$ cat src/rtl/gpio_bank_pkg.sv
package gpio_bank_pkg;
  // strobes from address decode to the datapath
  typedef struct packed {
    logic wrData;   // write hits a data latch register
    logic wrDir;    // write hits a direction register
    logic rdDir;    // read selects the direction register
    logic rdValid;  // address lies inside the map
  } gpioStrobe_t;
endpackage

$ cat src/rtl/gpio_bank_ctrl.sv
module gpio_bank_ctrl
  import gpio_bank_pkg::*;
#(
  parameter int NUM_PORTS = 3,
  parameter int ADDR_W    = 3
) (
  input  logic                 wrEn,
  input  logic [ADDR_W-1:0]    addr,
  output gpioStrobe_t          stb,
  output logic [NUM_PORTS-1:0] portSel
);
  localparam int NUM_REGS = 2 * NUM_PORTS;

  logic inRange;

  always_comb begin
    inRange = (addr < ADDR_W'(NUM_REGS));
    for (int p = 0; p < NUM_PORTS; p++) begin
      portSel[p] = inRange && (addr[ADDR_W-1:1] == (ADDR_W-1)'(p));
    end
    stb.wrData  = wrEn && inRange && !addr[0];
    stb.wrDir   = wrEn && inRange && addr[0];
    stb.rdDir   = addr[0];
    stb.rdValid = inRange;
  end
endmodule

$ cat src/rtl/gpio_bank_sync.sv
module gpio_bank_sync #(
  parameter int WIDTH = 12
) (
  input  logic             clk,
  input  logic             rstN,
  input  logic [WIDTH-1:0] asyncIn,
  output logic [WIDTH-1:0] syncOut
);
  logic [WIDTH-1:0] stage1;

  always_ff @(posedge clk or negedge rstN) begin
    if (!rstN) begin
      stage1  <= '0;
      syncOut <= '0;
    end else begin
      stage1  <= asyncIn;
      syncOut <= stage1;
    end
  end
endmodule

$ cat src/rtl/gpio_bank_dp.sv
module gpio_bank_dp
  import gpio_bank_pkg::*;
#(
  parameter int NUM_PORTS = 3,
  parameter int PORT_W    = 4,
  parameter int OD_BIT    = 1
) (
  input  logic                          clk,
  input  logic                          rstN,
  input  gpioStrobe_t                   stb,
  input  logic [NUM_PORTS-1:0]          portSel,
  input  logic [PORT_W-1:0]             wrData,
  input  logic [NUM_PORTS*PORT_W-1:0]   padSync,
  input  logic [NUM_PORTS*PORT_W-1:0]   altEn,
  input  logic [NUM_PORTS*PORT_W-1:0]   altOe,
  input  logic [NUM_PORTS*PORT_W-1:0]   altOut,
  output logic [PORT_W-1:0]             rdData,
  output logic [NUM_PORTS*PORT_W-1:0]   padOut,
  output logic [NUM_PORTS*PORT_W-1:0]   padOe
);
  localparam int TOTAL = NUM_PORTS * PORT_W;

  logic [TOTAL-1:0] latchQ;
  logic [TOTAL-1:0] dirQ;
  logic [TOTAL-1:0] useLatch;
  logic [TOTAL-1:0] bitView;

  // latch and direction storage; latch writable in any mode
  always_ff @(posedge clk or negedge rstN) begin
    if (!rstN) begin
      latchQ <= '0;
      dirQ   <= '0;
    end else begin
      for (int p = 0; p < NUM_PORTS; p++) begin
        if (portSel[p] && stb.wrData) latchQ[p*PORT_W +: PORT_W] <= wrData;
        if (portSel[p] && stb.wrDir)  dirQ[p*PORT_W +: PORT_W]   <= wrData;
      end
    end
  end

  // per-bit pad driver: override, open-drain or push-pull
  for (genvar i = 0; i < TOTAL; i++) begin : g_pad
    logic ownOe;
    logic ownOut;
    if (i == OD_BIT) begin : g_od
      assign ownOe  = dirQ[i] && !latchQ[i];
      assign ownOut = 1'b0;
    end else begin : g_pp
      assign ownOe  = dirQ[i];
      assign ownOut = latchQ[i];
    end
    assign padOe[i]  = altEn[i] ? altOe[i]  : ownOe;
    assign padOut[i] = altEn[i] ? altOut[i] : ownOut;
  end

  // readback source chosen per bit
  assign useLatch = dirQ & ~altEn;
  assign bitView  = (useLatch & latchQ) | (~useLatch & padSync);

  always_comb begin
    rdData = '0;
    for (int p = 0; p < NUM_PORTS; p++) begin
      if (portSel[p] && stb.rdValid) begin
        rdData = stb.rdDir ? dirQ[p*PORT_W +: PORT_W] : bitView[p*PORT_W +: PORT_W];
      end
    end
  end
endmodule

$ cat src/rtl/gpio_bank.sv
module gpio_bank
  import gpio_bank_pkg::*;
#(
  parameter int NUM_PORTS = 3,
  parameter int PORT_W    = 4,
  parameter int OD_BIT    = 1,
  localparam int ADDR_W   = $clog2(NUM_PORTS) + 1,
  localparam int TOTAL    = NUM_PORTS * PORT_W
) (
  input  logic              clk,
  input  logic              rstN,
  input  logic              wrEn,
  input  logic [ADDR_W-1:0] addr,
  input  logic [PORT_W-1:0] wrData,
  output logic [PORT_W-1:0] rdData,
  input  logic [TOTAL-1:0]  padIn,
  output logic [TOTAL-1:0]  padOut,
  output logic [TOTAL-1:0]  padOe,
  input  logic [TOTAL-1:0]  altEn,
  input  logic [TOTAL-1:0]  altOe,
  input  logic [TOTAL-1:0]  altOut
);
  gpioStrobe_t          stb;
  logic [NUM_PORTS-1:0] portSel;
  logic [TOTAL-1:0]     padSync;

  gpio_bank_ctrl #(.NUM_PORTS(NUM_PORTS), .ADDR_W(ADDR_W)) ctrl_i (
    .wrEn(wrEn), .addr(addr), .stb(stb), .portSel(portSel)
  );

  gpio_bank_sync #(.WIDTH(TOTAL)) sync_i (
    .clk(clk), .rstN(rstN), .asyncIn(padIn), .syncOut(padSync)
  );

  gpio_bank_dp #(.NUM_PORTS(NUM_PORTS), .PORT_W(PORT_W), .OD_BIT(OD_BIT)) dp_i (
    .clk(clk), .rstN(rstN), .stb(stb), .portSel(portSel), .wrData(wrData),
    .padSync(padSync), .altEn(altEn), .altOe(altOe), .altOut(altOut),
    .rdData(rdData), .padOut(padOut), .padOe(padOe)
  );
endmodule

$ cat config.mk
export PLATFORM = sky130hd
export DESIGN_NAME = gpio_bank
export DESIGN_NICKNAME = d
export VERILOG_FILES = /design/src/rtl/gpio_bank_pkg.sv /design/src/rtl/gpio_bank_ctrl.sv /design/src/rtl/gpio_bank_sync.sv /design/src/rtl/gpio_bank_dp.sv /design/src/rtl/gpio_bank.sv
export SDC_FILE = /design/constraint.sdc
export NUM_CORES = 1
export LEC_CHECK = 0
export BUFFER_PORTS_ARGS = -buffer_cell sky130_fd_sc_hd__buf_2
export CORE_MARGIN = 1.5
export CORE_UTILIZATION = 52
export CTS_BUF_LIST = sky130_fd_sc_hd__clkbuf_16
export DETAILED_ROUTE_END_ITERATION = 8
export GPL_ROUTABILITY_DRIVEN = 0
export MAX_ROUTING_LAYER = met4
export PLACE_DENSITY = 0.84
export SLEW_MARGIN = 5
export SYNTH_ARGS = -nofsm -noshare
export SYNTH_HDL_FRONTEND = slang
export SYNTH_SLANG_ARGS = --single-unit
$ cat constraint.sdc
create_clock -name clk -period 5 [get_ports clk]
set_input_delay 1 -clock clk [delete_from_list [all_inputs] [get_ports clk]]
set_output_delay 1 -clock clk [all_outputs]
set_load 0.05 [all_outputs]
# Word level (Yosys, flattened, before mapping)
# Index checks and enable logic that the tools add are counted.
[totals]
regBits = 48
output_inout_bits = 28
elab_cells = 66
[classes]
order_cmp = 1
n_eq_ne = 2
n_mux = 30
bitwise = 6
n_reduce_logical = 19
[ops]
columns = ["operator", "count"]
rows = [
  ["12-bit AND", 3],
  ["1-bit 2-to-1 mux", 24],
  ["4-bit 2-to-1 mux", 6],
  ["12-bit inverter", 2],
  ["1-bit logical AND", 16],
  ["12-bit OR", 1],
  ["3-bit < comparator (second input constant)", 1],
  ["2-bit by 1-bit equality test with 1-bit output (second input constant)", 1],
  ["2-bit equality test (second input constant)", 1],
  ["1-bit logical NOT", 2],
  ["2-bit logical NOT", 1],
]

# Depth between registers and ports, before layout
[logic_depth]
ltp_word = 9
ltp_mapped = 5
depth_no_buf = 4

# Cells and area by module
# Synthesis repeated with hierarchy kept, for this count alone.
[unflattened]
cells_unflattened = 189
area_unflattened_um2 = 2162.1
[modules_own_cells]
columns = ["mod", "n_inst", "cells_each", "area_per_inst_um2"]
rows = [
  ["gpio_bank_dp", 1, 157, 1503.9],
  ["gpio_bank_sync", 1, 24, 600.6],
  ["gpio_bank_ctrl", 1, 8, 57.6],
]

# Least setup slack after synthesis
# No wires, ideal clock.
[synth_timing]
path_type = "input to output"
startpoint = "input altEn[8]"
endpoint = "output rdData[0]"
arrival_ns = 2.176
t_required_ns = 4.000
slack_ns = 1.824
cell_stages = 4
n_path_buf = 0
path_cell_list = "nor2b_1 > mux2_4 > a221o_1 > o2bb2ai_1"
[synth_between]
elab_chain_len = 7
[synth_lines]
columns = ["element", "line_no", "source"]
rows = [
  ["start, declared", "gpio_bank.sv:19", "input logic [TOTAL-1:0] altEn,"],
  ["12-bit inverter (*)", "gpio_bank_dp.sv:57", "assign useLatch = dirQ & ~altEn;"],
  ["12-bit AND (*)", "gpio_bank_dp.sv:57", ""],
  ["12-bit inverter", "gpio_bank_dp.sv:58", "assign bitView = (useLatch & latchQ) | (~useLatch & padSync);"],
  ["12-bit AND", "gpio_bank_dp.sv:58", ""],
  ["12-bit OR (*)", "gpio_bank_dp.sv:58", ""],
  ["4-bit 2-to-1 mux (*)", "gpio_bank_dp.sv:64", "rdData = stb.rdDir ? dirQ[p*PORT_W +: PORT_W] : bitView[p*PORT_W +: PORT_W];"],
  ["4-bit 2-to-1 mux (*)", "gpio_bank_dp.sv:63", "if (portSel[p] && stb.rdValid) begin"],
  ["end, declared", "gpio_bank.sv:15", "output logic [PORT_W-1:0] rdData,"],
]
# Every way passes the cells marked *; elsewhere a longest branch is shown, timed or not.

# Final worst setup path
# Same ends and word-level chain as after synthesis.

==> reports/qor.yml <==
run_status: "complete, no violations"
finish.net_count: 320
htree_levels: 2
report.final.slew_viol_count: 0
share_of_layout_cells_above_drive_strength_1_pct: 52.85
synth.ff_latch_count: 48
via_count_of_the_first_global_routing_pass: 1531
cp_launch_type: "primary input"
maximum_number_of_pins_on_one_net_before_global_route_repair: 49
syn-num-nets: 231
numClockSinks: 48
fin_crit_ns: 3.371
number_of_antenna_violations_at_the_first_check_in_global_routing: 0
io-pin-count: 86
ys_warn_count: 0
period_share_pct: 67.41
timing_worst_setup_path_type: "primary input to primary output"
detailroute.via_count: 1686
floorplan.die.height_um: 68.56
diodes: 0
finalSetupViolations: 0
start_util_pct: 55.07
place_ws_ns: 1.634
finish.utilization_pct: 69.78
slew_at_the_pin_closest_to_its_max_slew_limit_ns: 1.020
rsz0062_at_grt: "false"
endpoint_kind: "primary output"
core_region_area_mm2: 0.004058
cts_tree: "built"
fin_tns_setup_ns: 0
max_cap_viol_count: 0
worst-path-max-fanout: 3
fin_hold_ws_ns: 0.3467
hpwlAfterDp_um: 3387
area.growth.synth_to_final_pct: 26.71
global_route.usage.total_pct: 21.24
post-cts-setup-buffer-count: 0
worst-endpoint-required_ns: 4.00
globalRouteOverflowTotal: 0
drt_drc_violations_left: 0
worst_path_most_repeated_cell: "sky130_fd_sc_hd__buf_2"
clk_skew_ns: 0.004548
vdd.ir_drop.worst_mv: 0.3617
cts_root_buf: "sky130_fd_sc_hd__clkbuf_16"
cts_made_buffers: 5
leakagePower_nw: 1.371
synthCells: 173
grt_first_pass_wirelength_um: 6989
clk_transition_reported_paths_ns: 0.06
layout.cells.most_common: "sky130_fd_sc_hd__buf_2"
post_drt_wl_per_cell_um: 14.48
cts.path.max_buffers: 2
cts_resized: 0
site_rows: 23
detail_route.vias_per_cell: 5.387
hold_buffers: 0
first_iter_violations: 102
drt_wl_total_um: 4533
power.density_cell_area_mw_per_mm2: 390.0
final-hold-violation-count: 0
timing.critical_path.arrival_ns: 2.37
crit_path_top_delay_cell: "sky130_fd_sc_hd__a221o_1"
crit_path_cell_trace: "buf_2 -> nor2b_1 -> mux2_4 -> a221o_1 -> o2bb2ai_1 -> buf_2"
die_w_um: 68.56
place.port_buffers: 85
drt_pass_1_iters: 4
synth_seq_area_share_pct: 53.75
slowest_delay_ns: 0.36
synthDistinctLibCells: 30
timing.slew.headroom_pct: 32.00
die_area_mm2: 0.004700
worst_slack_ns: 1.629
synthesized_area_mm2: 0.002235
hold_class: "flop to flop"
fmaxAchievable_mhz: 296.7
drtAntennaViolNets: 0
layout_common_cells: "sky130_fd_sc_hd__buf_2 (85), sky130_fd_sc_hd__dfrtp_1 (48), sky130_fd_sc_hd__mux2_2 (40)"
avgSynthCellArea_um2: 12.92
insertion_delay_ns: 0.29
==> cell type report <==
type | instances | area (um^2)
Fill cell | 305 | 1226
Sequential cell | 48 | 1201
Multi-Input combinational cell | 115 | 979.7
Timing Repair Buffer | 85 | 425.4
Clock buffer | 5 | 125.1
Tap cell | 50 | 62.56
Inverter | 7 | 26.28
Clock inverter | 3 | 11.26
==> cell usage after synthesis, drive strengths merged <==
cell | count | area (um^2)
dfrtp | 48 | 1201
mux2 | 42 | 480.5
a21oi | 10 | 50.05
nand2 | 9 | 41.29
nor2 | 8 | 37.54
nor2b | 8 | 52.55
inv | 7 | 26.28
o21ai | 6 | 30.03
o221ai | 6 | 52.55
nand3 | 5 | 37.54
nor3b | 5 | 37.54
buf | 3 | 27.52
a21o | 2 | 15.01
a221o | 2 | 20.02
a22oi | 2 | 15.01
and4bb | 2 | 25.02
nand2b | 2 | 20.02
o2bb2ai | 2 | 17.52
a22o | 1 | 8.760
and2 | 1 | 6.260
nand4b | 1 | 8.760
nor4b | 1 | 23.77
==> worst max-delay path, delay by kind of cell <==
family,cells,cell delay [ns]
buffers and inverters,2,0.34
multiplexers,1,0.32
AO/OA/AOI/OAI,2,0.50
AND/OR/NAND/NOR,1,0.21
==> stage by stage <==
| stage | total power, W | cell area, um^2 | instances |
|---|---|---|---|
| after detailed placement | 0.0008032 | 2695 | 305 |
| after global routing | 0.001156 | 2831 | 313 |
| after floorplan | 0.0007155 | 2235 | 173 |
| final | 0.001104 | 2831 | 313 |
| after CTS | 0.001112 | 2831 | 313 |
| after global placement | 0.0007938 | 2695 | 305 |
==> routing by layer <==
metal	routed length (um)	global-route usage, %	vias up
met2	2217	32.45	49
met4	97	10.00	0
met5	0	-	-
met1	1971	26.77	815
met3	247	5.032	9
li1	-	-	813
==> path summary, 6_finish.rpt <==
path | cells after the start | start | slack (ns) | to
min in group asynchronous | 1 | rstN | 0.89 | sync_i.syncOut[7]
min | 0 | sync_i.stage1[8] | 0.35 | sync_i.syncOut[8]
max | 6 | altEn[8] | 1.63 | rdData[0]
max reg2reg | 1 | dp_i.dirQ[11] | 4.19 | dp_i.dirQ[11]
min reg2reg | 0 | sync_i.stage1[8] | 0.35 | sync_i.syncOut[8]
max in group asynchronous | 1 | rstN | 3.48 | dp_i.latchQ[1]
==> registers in the layout (all words and copies together) (netlist names) <==
name,cells
sync_i.stage1,12
dp_i.dirQ,12
dp_i.latchQ,12
sync_i.syncOut,12
==> report_power, final <==
part	switching [W]	internal, W	total [W]
Clock	0.000129	0.000180	0.000309
Combinational	0.000198	0.000117	0.000315
Sequential	0.0000388	0.000441	0.000480
Total	0.000366	0.000738	0.00110
==> cell families after synthesis <==
family                 Yosys count  synth area share, %
muxes                           42                21.50
DFF                             48                53.75
and+or+nand+nor                 42                12.99
AOI/OAI and AO/OA               31                9.350
buffers and inverters           10                2.408
No activity file was read; power rests on OpenSTA's default activity.
